==> src/rtl/scaler_phase_pkg.sv <==
package scaler_phase_pkg;
   typedef enum logic [1:0] {
      SUB_BAD0 = 2'd0,
      SUB_ONE  = 2'd1,
      SUB_TWO  = 2'd2,
      SUB_BAD3 = 2'd3
   } sub_code_e;

   typedef struct packed {
      logic oor;
      logic sub_bad;
   } phase_flags_t;
endpackage

==> src/rtl/phs_accum.sv <==
module phs_accum #(
   parameter int SCALE_W = 32,
   parameter int FRAC_W  = 16,
   parameter int ACC_W   = SCALE_W + 2
) (
   input  logic [SCALE_W-1:0]     scale_i,
   input  logic [1:0]             sub_i,
   input  logic                   cosite_i,
   output logic signed [ACC_W-1:0] acc_o,
   output logic                   sub_bad_o
);
   import scaler_phase_pkg::*;

   localparam logic signed [ACC_W-1:0] HALF = ACC_W'(1) << (FRAC_W - 1);
   localparam logic signed [ACC_W-1:0] QUARTER = ACC_W'(1) << (FRAC_W - 2);

   initial begin
      if (ACC_W < SCALE_W + 2) $error("phs_accum: ACC_W too narrow");
      if (FRAC_W < 2) $error("phs_accum: FRAC_W too small");
   end

   logic                    halve_sub;
   logic signed [ACC_W-1:0] scale_term;
   logic signed [ACC_W-1:0] site_term;

   always_comb begin
      halve_sub  = (sub_code_e'(sub_i) == SUB_TWO);
      sub_bad_o  = (sub_code_e'(sub_i) != SUB_ONE) && !halve_sub;
      scale_term = halve_sub ? $signed({2'b00, scale_i} >> 2)
                             : $signed({2'b00, scale_i} >> 1);
      site_term  = (halve_sub && cosite_i) ? QUARTER : '0;
      acc_o      = scale_term + site_term - HALF;
   end
endmodule

==> src/rtl/phs_window.sv <==
module phs_window #(
   parameter int ACC_W  = 34,
   parameter int FRAC_W = 16
) (
   input  logic signed [ACC_W-1:0] acc_i,
   output logic                    oor_o
);
   localparam logic signed [ACC_W-1:0] LOW_LIM  = -($signed(ACC_W'(1) << (FRAC_W - 1)));
   localparam logic signed [ACC_W-1:0] HIGH_LIM = $signed(ACC_W'(3) << (FRAC_W - 1));

   always_comb oor_o = (acc_i < LOW_LIM) || (acc_i > HIGH_LIM);
endmodule

==> src/rtl/phs_encode.sv <==
module phs_encode #(
   parameter int ACC_W  = 34,
   parameter int FRAC_W = 16,
   parameter int OUT_W  = 16
) (
   input  logic signed [ACC_W-1:0] acc_i,
   output logic [OUT_W-1:0]        word_o
);
   localparam int FIELD_W = OUT_W - 1;
   localparam int DROP    = FRAC_W + 1 - FIELD_W;
   localparam logic signed [ACC_W-1:0] ONE = ACC_W'(1) << FRAC_W;

   initial begin
      if (DROP < 0) $error("phs_encode: OUT_W too wide for FRAC_W");
      if (DROP + FIELD_W > ACC_W) $error("phs_encode: field exceeds accumulator");
   end

   logic                    neg;
   logic signed [ACC_W-1:0] wrapped;

   always_comb begin
      neg     = acc_i[ACC_W-1];
      wrapped = neg ? (acc_i + ONE) : acc_i;
      word_o  = {~neg, wrapped[DROP +: FIELD_W]};
   end
endmodule

==> src/rtl/scaler_phase_gen.sv <==
module scaler_phase_gen #(
   parameter int SCALE_W = 32,
   parameter int FRAC_W  = 16,
   parameter int OUT_W   = 16,
   parameter bit REG_OUT = 1'b1
) (
   input  logic               clk_i,
   input  logic               rst_ni,
   input  logic               in_vld_i,
   input  logic [SCALE_W-1:0] scale_i,
   input  logic [1:0]         sub_i,
   input  logic               cosite_i,
   output logic [OUT_W-1:0]   phase_o,
   output logic               out_vld_o,
   output logic               range_err_o,
   output logic               sub_err_o
);
   import scaler_phase_pkg::*;

   localparam int ACC_W = SCALE_W + 2;

   initial begin
      if (SCALE_W <= FRAC_W) $error("scaler_phase_gen: SCALE_W must exceed FRAC_W");
      if (OUT_W < 2) $error("scaler_phase_gen: OUT_W too small");
   end

   logic signed [ACC_W-1:0] acc;
   logic [OUT_W-1:0]        word;
   phase_flags_t            flags;

   phs_accum #(.SCALE_W(SCALE_W), .FRAC_W(FRAC_W), .ACC_W(ACC_W)) accum_i (
      .scale_i  (scale_i),
      .sub_i    (sub_i),
      .cosite_i (cosite_i),
      .acc_o    (acc),
      .sub_bad_o(flags.sub_bad)
   );

   phs_window #(.ACC_W(ACC_W), .FRAC_W(FRAC_W)) window_i (
      .acc_i(acc),
      .oor_o(flags.oor)
   );

   phs_encode #(.ACC_W(ACC_W), .FRAC_W(FRAC_W), .OUT_W(OUT_W)) encode_i (
      .acc_i (acc),
      .word_o(word)
   );

   generate
      if (REG_OUT) begin : g_reg
         logic [OUT_W-1:0] word_q;
         phase_flags_t     flags_q;
         logic             vld_q;

         always_ff @(posedge clk_i or negedge rst_ni) begin
            if (!rst_ni) begin
               word_q  <= '0;
               flags_q <= '0;
               vld_q   <= 1'b0;
            end else begin
               vld_q <= in_vld_i;
               if (in_vld_i) begin
                  word_q  <= word;
                  flags_q <= flags;
               end
            end
         end

         assign phase_o     = word_q;
         assign range_err_o = flags_q.oor;
         assign sub_err_o   = flags_q.sub_bad;
         assign out_vld_o   = vld_q;
      end else begin : g_comb
         assign phase_o     = in_vld_i ? word : '0;
         assign range_err_o = in_vld_i & flags.oor;
         assign sub_err_o   = in_vld_i & flags.sub_bad;
         assign out_vld_o   = in_vld_i;
      end
   endgenerate
endmodule

==> config.mk <==
export PLATFORM = sky130hd
export DESIGN_NAME = scaler_phase_gen
export DESIGN_NICKNAME = d
export VERILOG_FILES = /design/src/rtl/scaler_phase_pkg.sv /design/src/rtl/phs_accum.sv /design/src/rtl/phs_window.sv /design/src/rtl/phs_encode.sv /design/src/rtl/scaler_phase_gen.sv
export SDC_FILE = /design/constraint.sdc
export NUM_CORES = 1
export LEC_CHECK = 0
export ABC_AREA = 1
export BUFFER_PORTS_ARGS = -buffer_cell sky130_fd_sc_hd__clkbuf_2
export CORE_ASPECT_RATIO = 1.5
export CORE_MARGIN = 2
export CORE_UTILIZATION = 58
export CTS_CLUSTER_DIAMETER = 150
export DETAILED_ROUTE_END_ITERATION = 8
export PLACE_DENSITY = 0.91
export SKIP_CTS_REPAIR_TIMING = 1
export SLEW_MARGIN = 30
export SYNTH_ARGS = -nofsm -noshare
export SYNTH_HDL_FRONTEND = slang
export SYNTH_HIERARCHICAL = 1
export SYNTH_SLANG_ARGS = --single-unit
export TNS_END_PERCENT = 30
==> constraint.sdc <==
create_clock -name clk_i -period 0.9 [get_ports clk_i]
set_input_delay 0.045 -clock clk_i [delete_from_list [all_inputs] [get_ports clk_i]]
set_output_delay 0.045 -clock clk_i [all_outputs]
set_load 0.005 [all_outputs]
Yosys cells after proc, flatten, opt, wreduce, memory -nomap -nowiden. Cells that the tools add are included.

Bits in registers: 19. Input port bits: 38. Output and inout port bits: 19.

Add/sub/neg operators: 3. Order comparisons: 2. Equality and inequality tests: 2. Muxes and demuxes: 3. Bitwise gates (word level): 1. Reductions and logical operators: 4.

Operator list (count): $gt A33 B18 Y1 const B (1); $lt A33 B16 Y1 const B (1); $sub A32 B16 Y33 const B (1); $add A31 B15 Y32 (1); $mux W31 (1); $add A17 B17 Y17 const B (1); $mux W17 (1); $mux W15 (1); $eq A2 B2 Y1 const B (1); $logic_and A1 B1 Y1 (2); $ne A2 B1 Y1 const B (1); $logic_not A1 Y1 (1); $logic_or A1 B1 Y1 (1); $not A1 Y1 (1).

Depth between registers and ports, before layout. Gate-level depths: netlist of run 1.

Depth after elaboration: 7. Gate-level depth with buffers: 26.

Hierarchy. The synthesis of run 1 kept the hierarchy.

Modules (own cells, without submodules): phs_accum (times used 1, cells an instance 218, area an instance 1084.8 um^2, sequential area each 0.0 um^2); scaler_phase_gen (times used 1, cells an instance 77, area an instance 735.7 um^2, sequential area each 475.5 um^2); phs_window (times used 1, cells an instance 72, area an instance 294.0 um^2, sequential area each 0.0 um^2); phs_encode (times used 1, cells an instance 19, area an instance 126.4 um^2, sequential area each 0.0 um^2).

Worst setup path after synthesis of run 1. No wires, ideal clock.

Path type: input -> register. From: input sub_i[0]. To: register g_reg.flags_q (netlist bit range_err_o). Data arrival time: 2.552 ns. Required time: 0.784 ns. Path slack: -1.768 ns. Cell stages on the path: 26. Path through: inv_1 -> ha_1 -> buf_6 -> buf_4 -> buf_4 -> buf_2 -> nand2_1 -> nand2_1 -> ha_1 -> inv_1 -> ha_1 -> nand3_4 -> nor2_8 -> nand2_1 -> nand2_1 -> nand2_1 -> nor2_1 -> nand2_1 -> nor2_1 -> nand2_1 -> nor2_1 -> nor2_1 -> nand2_1 -> nand2_1 -> nand2_1 -> nand2_1.

RTL lines: start, declared (RTL line scaler_phase_gen.sv:11) `input logic [1:0] sub_i,`; end signal, assigned (RTL line scaler_phase_gen.sv:64) `flags_q <= flags;`; end, declared (RTL line scaler_phase_gen.sv:52) `phase_flags_t flags_q;`.

==> run_results.csv, run 1 <==
group,metric,value,unit
run_status,outcome,"finished, violations left",
run_status,violations,"negative setup slack",
setup_path,cpMostUsedCell,"nand2_1",
placed_design,dp_hpwl,4761,µm
final_layout,final_cells,518,
sta,drv_slew,0,
pwr,power_frac_seq,33.5,%
grt,grt_usage,27.11,%
pwr,combinationalPowerShare,46.8,%
grt,grt_max_degree,20,
sta,clock_skew,0,ps
placed_design,port_buffers,55,
pwr,ir_worst_vdd,0.9232,mV
synth,synth_top_area_share,32.50,%
final_layout,layout_common_cells,"180 x nand2_1, 54 x clkbuf_2, 48 x buf_4",
grt,grt-ovfl-total,0,
placed_design,gp_congestion,0.9071,
route,wl,6377,µm
floorplanning,start_util,60.86,%
clock_tree,cts_tree,"done",
route,first_pass_iters,5,
sta,slew_headroom,69.61,%
sta,finalHoldViolations,0,
hold_path,min_path_type,"input pin to register",
sta,setup_ws,-1091,ps
route,drc,0,
floorplanning,rows,27,
synth,netlist_instances,386,
route,viasPerCell,5.133,
clock_tree,path_clk_slew,70,ps
synth,netlist_area,2241,µm²
synth,ys_seq_area_share,21.22,%
final_layout,layout_commonest_cell,"nand2_1",
setup_path,path_class,"input pin to register",
grt,grt_pass1_wl,9128,µm
grt,grt_pass1_vias,2386,
setup_path,ff2ff_setup_slack,250,ps
route,ant_nets,0,
sta,setup_tns,-3334,ps
pwr,leakagePower,1.747,nW
pwr,p_per_area,977.1,nW/µm²
run,cap_violations,0,
final_layout,final_core_util,82.60,%
setup_path,cp_data_arrival_time,2190,ps
placed_design,dp.cells,506,
clock_tree,cts_root_buf,"clkbuf_8",
synth,syn_nets,427,
sta,rsz0062_at_grt,"true",
pwr,power,2.972,mW
pwr,clkPwrFrac,19.6,%
route,drt_iter0_markers,107,
final_layout,final_nets,517,
final_layout,drive_gt1_share,38.74,%
pwr,switchingPower,1.092,mW
sta,tightestPinTransition,455.9,ps
sta,max_freq,0.5023,GHz
sta,holdWs,101.5,ps
pwr,intPower,1.880,mW
final_layout,n_antenna_cell,0,
setup_path,end_kind,"register",
floorplanning,core,3682,µm²
sta,period_minus_slack,1991,ps
clock_tree,clkSinkCount,19,
floorplanning,die_height,80.13,µm
route,avgRoutedWirePerCell,12.31,µm
final_layout,syn2layout_area_growth,35.73,%
setup_path,required,1100,ps
floorplanning,die-area,4387,µm²
synth,yosysWarnings,6,
clock_tree,clk_latency,250,ps
synth,yosys-top-cells-area,"nand2_1 32%, dfrtp_1 21%, nor2_1 7.2%, inv_1 6.0%, buf_4 5.7%",
synth,synth_top_cell_by_area,"nand2_1",
setup_path,max_stage_delay,190,ps
setup_path,crit_slowest_cell,"ha_2",
pwr,power.share.switching,36.74,%
sta,setup_viol,15,
setup_path,path_cells,"buf_8 -> clkinv_8 -> ha_4 -> inv_4 -> nand2_2 -> nand2_1 -> ha_2 -> inv_4 -> ha_4 -> nand3_4 -> nor2_8 -> buf_4 -> nand3_2 -> nor2_2 -> nor2_1 -> nand4_1 -> nor2_1 -> nor2_1 -> nand2_1 -> nand2_1 -> nand2_1 -> nand2_1",
route,routed-via-count,2659,
grt,antenna_found_initial,0,
sta,finalCritPeriodShare,221.2,%
setup_path,path_max_fanout,7,
floorplanning,die_x,54.75,µm
synth,yosys_register_bits,19,
clock_tree,numCtsBuffers,3,
synth,synth.avg_cell_area,5.805,µm²
clock_tree,clockBufferDepth,2,
clock_tree,htree_levels,1,
setup_path,critPathLaunchType,"input pin",
floorplanning,ios,57,
synth,synthDistinctLibCells,30,
==> Yosys cell counts, drive strengths merged <==
| cell | n |
|---|---|
| xor2 | 5 |
| and2 | 2 |
| inv | 41 |
| nand4 | 7 |
| nand3 | 10 |
| ha | 3 |
| o21ai | 1 |
| xnor2 | 1 |
| and3 | 1 |
| buf | 24 |
| dfrtp | 19 |
| nor3 | 2 |
| nor2 | 53 |
| nand3b | 3 |
| nand2 | 214 |
==> power groups by stage <==
stage | Combinational [mW] | Clock (mW) | Sequential (mW)
2_1_floorplan | 0.775 | 0 | 1.02
3_3_place_gp | 1.20 | 0 | 1.00
3_5_place_dp | 1.24 | 0 | 1.01
4_1_cts | 1.25 | 0.578 | 0.994
5_1_grt | 1.53 | 0.618 | 1.01
6_report | 1.39 | 0.584 | 0.996
==> stage by stage <==
stage	area (µm²)	worst slack, ps
floorplan	2312	-1431
global placement	2785	-1256
detailed placement	2785	-1341
CTS	2830	-1076
global route	3042	-1211
finish	3042	-1091
==> cell families (layout without fill, tap and decap cells) <==
group / count (synthesis) / after routing / share of synthesized area [%]
buf+inv: 65 / 154 / 15.80
fa+ha+maj: 3 / 3 / 1.675
compound gates: 1 / 1 / 0.2231
xor+xnor: 6 / 6 / 2.680
flops: 19 / 19 / 21.22
simple gates: 292 / 292 / 58.40
==> worst paths after layout <==
| kind | startpoint | to | cells past startpoint |
|---|---|---|---|
| worst max-delay path | sub_i[0] | range_err_o | 22 |
| worst min-delay path | in_vld_i | out_vld_o | 1 |
| worst max register to register | phase_o[14] | phase_o[14] | 2 |
| worst min register to register | phase_o[0] | phase_o[0] | 2 |
| max in group asynchronous | rst_ni | phase_o[10] | 2 |
| min in group asynchronous | rst_ni | phase_o[14] | 2 |
==> sequential cells by signal, indices dropped and copies added (netlist names) <==
name / cells
phase_o: 16
out_vld_o: 1
range_err_o: 1
sub_err_o: 1
==> final cells by class <==
type	count	area, µm²
timing repair buffer	109	720.7
tap	43	53.80
clock buffer	4	45.04
sequential	19	475.5
multi-input combinational	302	1565
fill	244	640.6
inverter	41	181.4
==> critical path, delay by kind of cell <==
kind	cells	cell delay, ps
AND/OR/NAND/NOR	14	1200
adder cells (fa/ha/maj)	3	520
buffers and inverters	5	410
==> layer usage <==
layer / GRT usage, % / share of wire (%) / vias up
li1: - / - / 1320
met1: 24.37 / 34 / 1179
met2: 54.05 / 55 / 126
met3: 2.045 / 5.7 / 34
met4: 14.75 / 5.4 / 0
met5: 0 / 0 / -
No activity file was read; power rests on OpenSTA's default activity.
==> inputs of run 2 (changes only) <==
Settings changed: CELL_PAD_IN_SITES_DETAIL_PLACEMENT set to 0, CELL_PAD_IN_SITES_GLOBAL_PLACEMENT set to 1, CORE_UTILIZATION 58 to 39, PLACE_DENSITY 0.91 to 0.92.
==> run 2 against run 1 <==
- the flow still finishes with violations (negative setup slack)
- critical path depth decreased by 1
- first-iteration DRC count decreased by 29%
- via count decreased by 9.6%
- sequential power about the same
- worst hold slack improved by 48 ps
- wire length decreased by 17%
- sequential cell count unchanged
- sequential share of layout area increased by 0.058 points
- die area increased by 45%
- critical endpoint unchanged
- highest routed layer unchanged
==> run_results.csv, run 2 (synthesized netlist as in run 1, its figures left out) <==
group,metric,value,unit
run_status,outcome,"finished, violations left",
run_status,violations,"negative setup slack",
floorplanning,die-area,6380,µm²
clock_tree,clockBufferDepth,2,
grt,grt_max_degree,20,
sta,period_minus_slack,1962,ps
floorplanning,die_height,96.84,µm
floorplanning,ios,57,
route,wl,5280,µm
floorplanning,die_x,65.89,µm
route,first_pass_iters,4,
setup_path,critPathLaunchType,"input pin",
hold_path,min_path_type,"input pin to register",
route,drt_iter0_markers,76,
placed_design,port_buffers,55,
hold_path,hp-start,"sub_i[1]",
floorplanning,core,5492,µm²
sta,slew_headroom,70.09,%
grt,grt-ovfl-total,0,
sta,max_freq,0.5096,GHz
setup_path,path_max_fanout,8,
placed_design,dp.cells,540,
pwr,p_per_area,943.2,nW/µm²
sta,clock_skew,0,ps
placed_design,dp_hpwl,4571,µm
pwr,leakagePower,1.760,nW
final_layout,area.sequential,475.5,µm²
grt,grt_usage,16.95,%
final_layout,syn2layout_area_growth,35.23,%
sta,setup_viol,8,
setup_path,end_kind,"register",
grt,grt_pass1_wl,8970,µm
setup_path,path_cells,"buf_8 -> clkinv_8 -> ha_4 -> buf_4 -> o21ai_1 -> buf_4 -> ha_4 -> nand3_4 -> nor2_8 -> nand2_2 -> nand2_2 -> nand2_2 -> nor2_1 -> and2_1 -> nand2_1 -> nor2_1 -> nand3_1 -> nand2_1 -> nand2_1 -> nand2_1 -> nand2_1",
sta,setup_ws,-1062,ps
setup_path,crit_slowest_cell,"nor2_8",
final_layout,n_antenna_cell,0,
sta,rsz0062_at_grt,"true",
final_layout,layout_commonest_cell,"nand2_1",
pwr,power,2.858,mW
sta,finalHoldViolations,0,
sta,tightestPinTransition,448.6,ps
setup_path,ff2ff_setup_slack,290,ps
clock_tree,cts_tree,"done",
setup_path,r2r-start,"phase_o[3]",
clock_tree,clk_latency,240,ps
clock_tree,clkSinkCount,19,
route,avgRoutedWirePerCell,9.600,µm
setup_path,max_stage_delay,190,ps
final_layout,n_fill_cell,581,
clock_tree,path_clk_slew,60,ps
placed_design,gp_congestion,0.8335,
floorplanning,start_util,40.81,%
clock_tree,cts_root_buf,"clkbuf_8",
clock_tree,numCtsBuffers,3,
final_layout,layout_common_cells,"187 x nand2_1, 54 x buf_4, 54 x clkbuf_2",
route,routed-via-count,2404,
route,viasPerCell,4.371,
setup_path,cpMostUsedCell,"nand2_1",
grt,grt_pass1_vias,2231,
final_layout,final_cells,550,
clock_tree,htree_levels,1,
pwr,ir_worst_vdd,0.5483,mV
setup_path,required,1040,ps
route,ant_nets,0,
final_layout,final_nets,522,
setup_path,cp_data_arrival_time,2100,ps
route,drc,0,
setup_path,worstSetupStartpoint,"sub_i[0]",
final_layout,drive_gt1_share,35.42,%
final_layout,multi_input_area,1483,µm²
sta,drv_slew,0,
grt,antenna_found_initial,0,
final_layout,largest_reg_flops,16,
setup_path,path_class,"input pin to register",
setup_path,critPathTopFamily,"simple AND/OR/NAND/NOR gates",
run,cap_violations,0,
floorplanning,rows,33,
sta,finalCritPeriodShare,218.0,%
setup_path,cp.buffers_inverters,4,
-- run 2: changes by cell type in the layout (fill, tap and decap cells not counted), sizes merged --
cell  delta
buf      +5
-- run 2: metrics by stage --
| stage | utilization, % | hold slack (ps) | cell area (µm²) | setup TNS [ps] | worst slack [ps] |
|---|---|---|---|---|---|
| 2_1_floorplan | - | -250.6 | 2312 | -6912 | -1431 |
| 3_3_place_gp | 52.52 | 0.6410 | 2884 | -6685 | -1398 |
| 3_5_place_dp | 52.52 | 7.776 | 2884 | -7057 | -1420 |
| 4_1_cts | 53.34 | -252.6 | 2929 | -3269 | -1167 |
| 5_1_grt | 55.18 | 169.2 | 3030 | -3995 | -1276 |
| 6_report | 55.18 | 149.2 | 3030 | -3164 | -1062 |
-- run 2: layer usage --
layer / up-vias / share of wire (%) / global-route usage, % / wire, µm
met5: - / 0 / 0 / 0
met4: 0 / 1.1 / 3.526 / 59
met3: 4 / 3.3 / 1.279 / 173
met2: 41 / 56 / 34.03 / 2949
met1: 1037 / 40 / 18.21 / 2097
li1: 1322 / - / - / -
-- run 2: layout make-up --
| cell class | instances | share of cell area (%) |
|---|---|---|
| Tap cell | 70 | 2.890 |
| Sequential cell | 19 | 15.69 |
| Timing Repair Buffer | 114 | 25.19 |
| Multi-Input combinational cell | 302 | 48.93 |
| Clock buffer | 4 | 1.486 |
| Inverter | 41 | 5.822 |
-- run 2: path summary, 6_finish.rpt --
| kind | endpoint | depth (start not counted) |
|---|---|---|
| min in group asynchronous | phase_o[8] | 2 |
| worst max-delay path | range_err_o | 21 |
| worst min register to register | phase_o[5] | 2 |
| worst min-delay path | sub_err_o | 4 |
| max in group asynchronous | phase_o[4] | 2 |
| worst max register to register | phase_o[3] | 2 |
-- run 2: where the power goes --
part | switching [mW] | internal, mW | total, mW
logic | 0.686 | 0.627 | 1.31
registers | 0.0497 | 0.944 | 0.994
clock network | 0.238 | 0.313 | 0.551
total | 0.974 | 1.88 | 2.86
-- run 2: tightest hold or removal path: stages --
cell and delay (ps):
clkbuf_2 100, ha_4 120, nand2_1 40, nand2_1 50
==> inputs of run 3 (changes only) <==
Settings changed: CORE_UTILIZATION 39 to 40, CTS_BUF_LIST set to sky130_fd_sc_hd__clkbuf_2, PLACE_DENSITY 0.92 to unset, PLACE_DENSITY_LB_ADDON set to 0.08.
==> run 3 against run 2 <==
- the run still ends with negative setup slack left
- worst hold slack worse by 81 ps
- setup slack improved by 120 ps
- non-clock buffer count increased by 2
==> run_results.csv, run 3 (synthesized netlist as in run 1, its figures left out) <==
group,metric,value,unit
run_status,outcome,"finished, violations left",
run_status,violations,"negative setup slack",
sta,finalHoldViolations,0,
floorplanning,die_height,95.67,µm
sta,slew_headroom,69.84,%
clock_tree,clockBufferDepth,2,
sta,setup_tns,-2435,ps
placed_design,pre_cts_slack,-1393,ps
setup_path,path_class,"input pin to register",
sta,finalCritPeriodShare,204.5,%
grt,grt_pass1_vias,2258,
route,avgRoutedWirePerCell,10.22,µm
final_layout,final_core_util,56.98,%
sta,setup_ws,-940.5,ps
run,cap_violations,0,
route,viasPerCell,4.366,
final_layout,final_cells,552,
clock_tree,path_clk_slew,180,ps
sta,max_freq,0.5433,GHz
floorplanning,die-area,6230,µm²
grt,grt_pass1_wl,9370,µm
pwr,power,2.722,mW
grt,grt_max_degree,23,
floorplanning,rows,33,
sta,drv_slew,0,
grt,grt_usage,19.06,%
route,drt_iter0_markers,103,
route,ant_nets,0,
placed_design,gp_congestion,0.8854,
pwr,p_per_area,876.4,nW/µm²
pwr,leakagePower,1.782,nW
route,routed-via-count,2410,
route,wl,5642,µm
clock_tree,cts_root_buf,"clkbuf_2",
final_layout,largest_reg_flops,16,
final_layout,n_antenna_cell,0,
clock_tree,htree_levels,1,
route,drc,0,
sta,clock_skew,0,ps
placed_design,dp.cells,542,
final_layout,layout_common_cells,"174 x nand2_1, 57 x clkbuf_2, 53 x buf_4",
final_layout,syn2layout_area_growth,38.58,%
clock_tree,clk_latency,310,ps
sta,rsz0062_at_grt,"true",
grt,antenna_found_initial,0,
setup_path,path_max_fanout,7,
setup_path,cp_data_arrival_time,2070,ps
final_layout,layout_commonest_cell,"nand2_1",
setup_path,end_kind,"register",
sta,tightestPinTransition,452.5,ps
final_layout,post-route-cell-area,3105,µm²
floorplanning,ios,57,
pwr,ir_worst_vdd,0.4463,mV
final_layout,final_nets,524,
route,first_pass_iters,4,
final_layout,drive_gt1_share,40.25,%
clock_tree,numCtsBuffers,3,
sta,setup_viol,4,
floorplanning,start_util,41.12,%
setup_path,critPathLaunchType,"input pin",
clock_tree,cts_tree,"done",
floorplanning,core,5450,µm²
floorplanning,die_x,65.12,µm
hold_path,min_path_type,"input pin to register",
placed_design,port_buffers,55,
placed_design,dp_hpwl,4891,µm
sta,holdWs,67.88,ps
setup_path,required,1130,ps
sta,period_minus_slack,1841,ps
placed_design,place_area,2937,µm²
grt,grt-ovfl-total,0,
clock_tree,clkSinkCount,19,
-- run 3: metal layers --
layer  wire length (µm)  track usage, %
met1               2043           17.71
met2               3398           42.78
met3                164           1.063
met4                 36           4.514
met5                  0               0
-- run 3: final timing paths --
path                                   from          end  slack, ps  depth (start not counted)
worst max-delay path               sub_i[0]  range_err_o       -940                         23
worst min-delay path               in_vld_i    out_vld_o         70                          2
worst max register to register  range_err_o  range_err_o        270                          2
worst min register to register   phase_o[5]   phase_o[5]        490                          2
max in group asynchronous            rst_ni  phase_o[12]        390                          2
min in group asynchronous            rst_ni   phase_o[4]        180                          2
-- run 3: power breakdown --
group	switching (mW)	total (mW)	internal, mW
Sequential	0.0483	0.991	0.943
Clock	0.246	0.347	0.101
Combinational	0.717	1.38	0.666
-- run 3: worst max-delay path, cell delays in order --
cell      delay [ps]
buf_8            100
clkinv_8          40
ha_4             190
inv_4             60
nand2_2           50
nand2_2           40
ha_2             170
inv_2             90
ha_4             160
nand3_4          110
nor2_8           200
nand2_2           70
nand2_2           60
nand2_2           60
nor2_1           100
and2_1           130
nand2_1           50
nor2_1            80
nand3_1           70
nand2_1           60
nand2_1           50
nand2_1           50
nand2_1           40
-- run 3: layout make-up --
class	count	area (µm²)
clock buffer	3	15.01
clock inverter	1	5.005
fill	591	2345
inverter	41	176.4
multi-input combinational	302	1521
sequential	19	475.5
tap	70	87.58
timing repair buffer	116	824.5
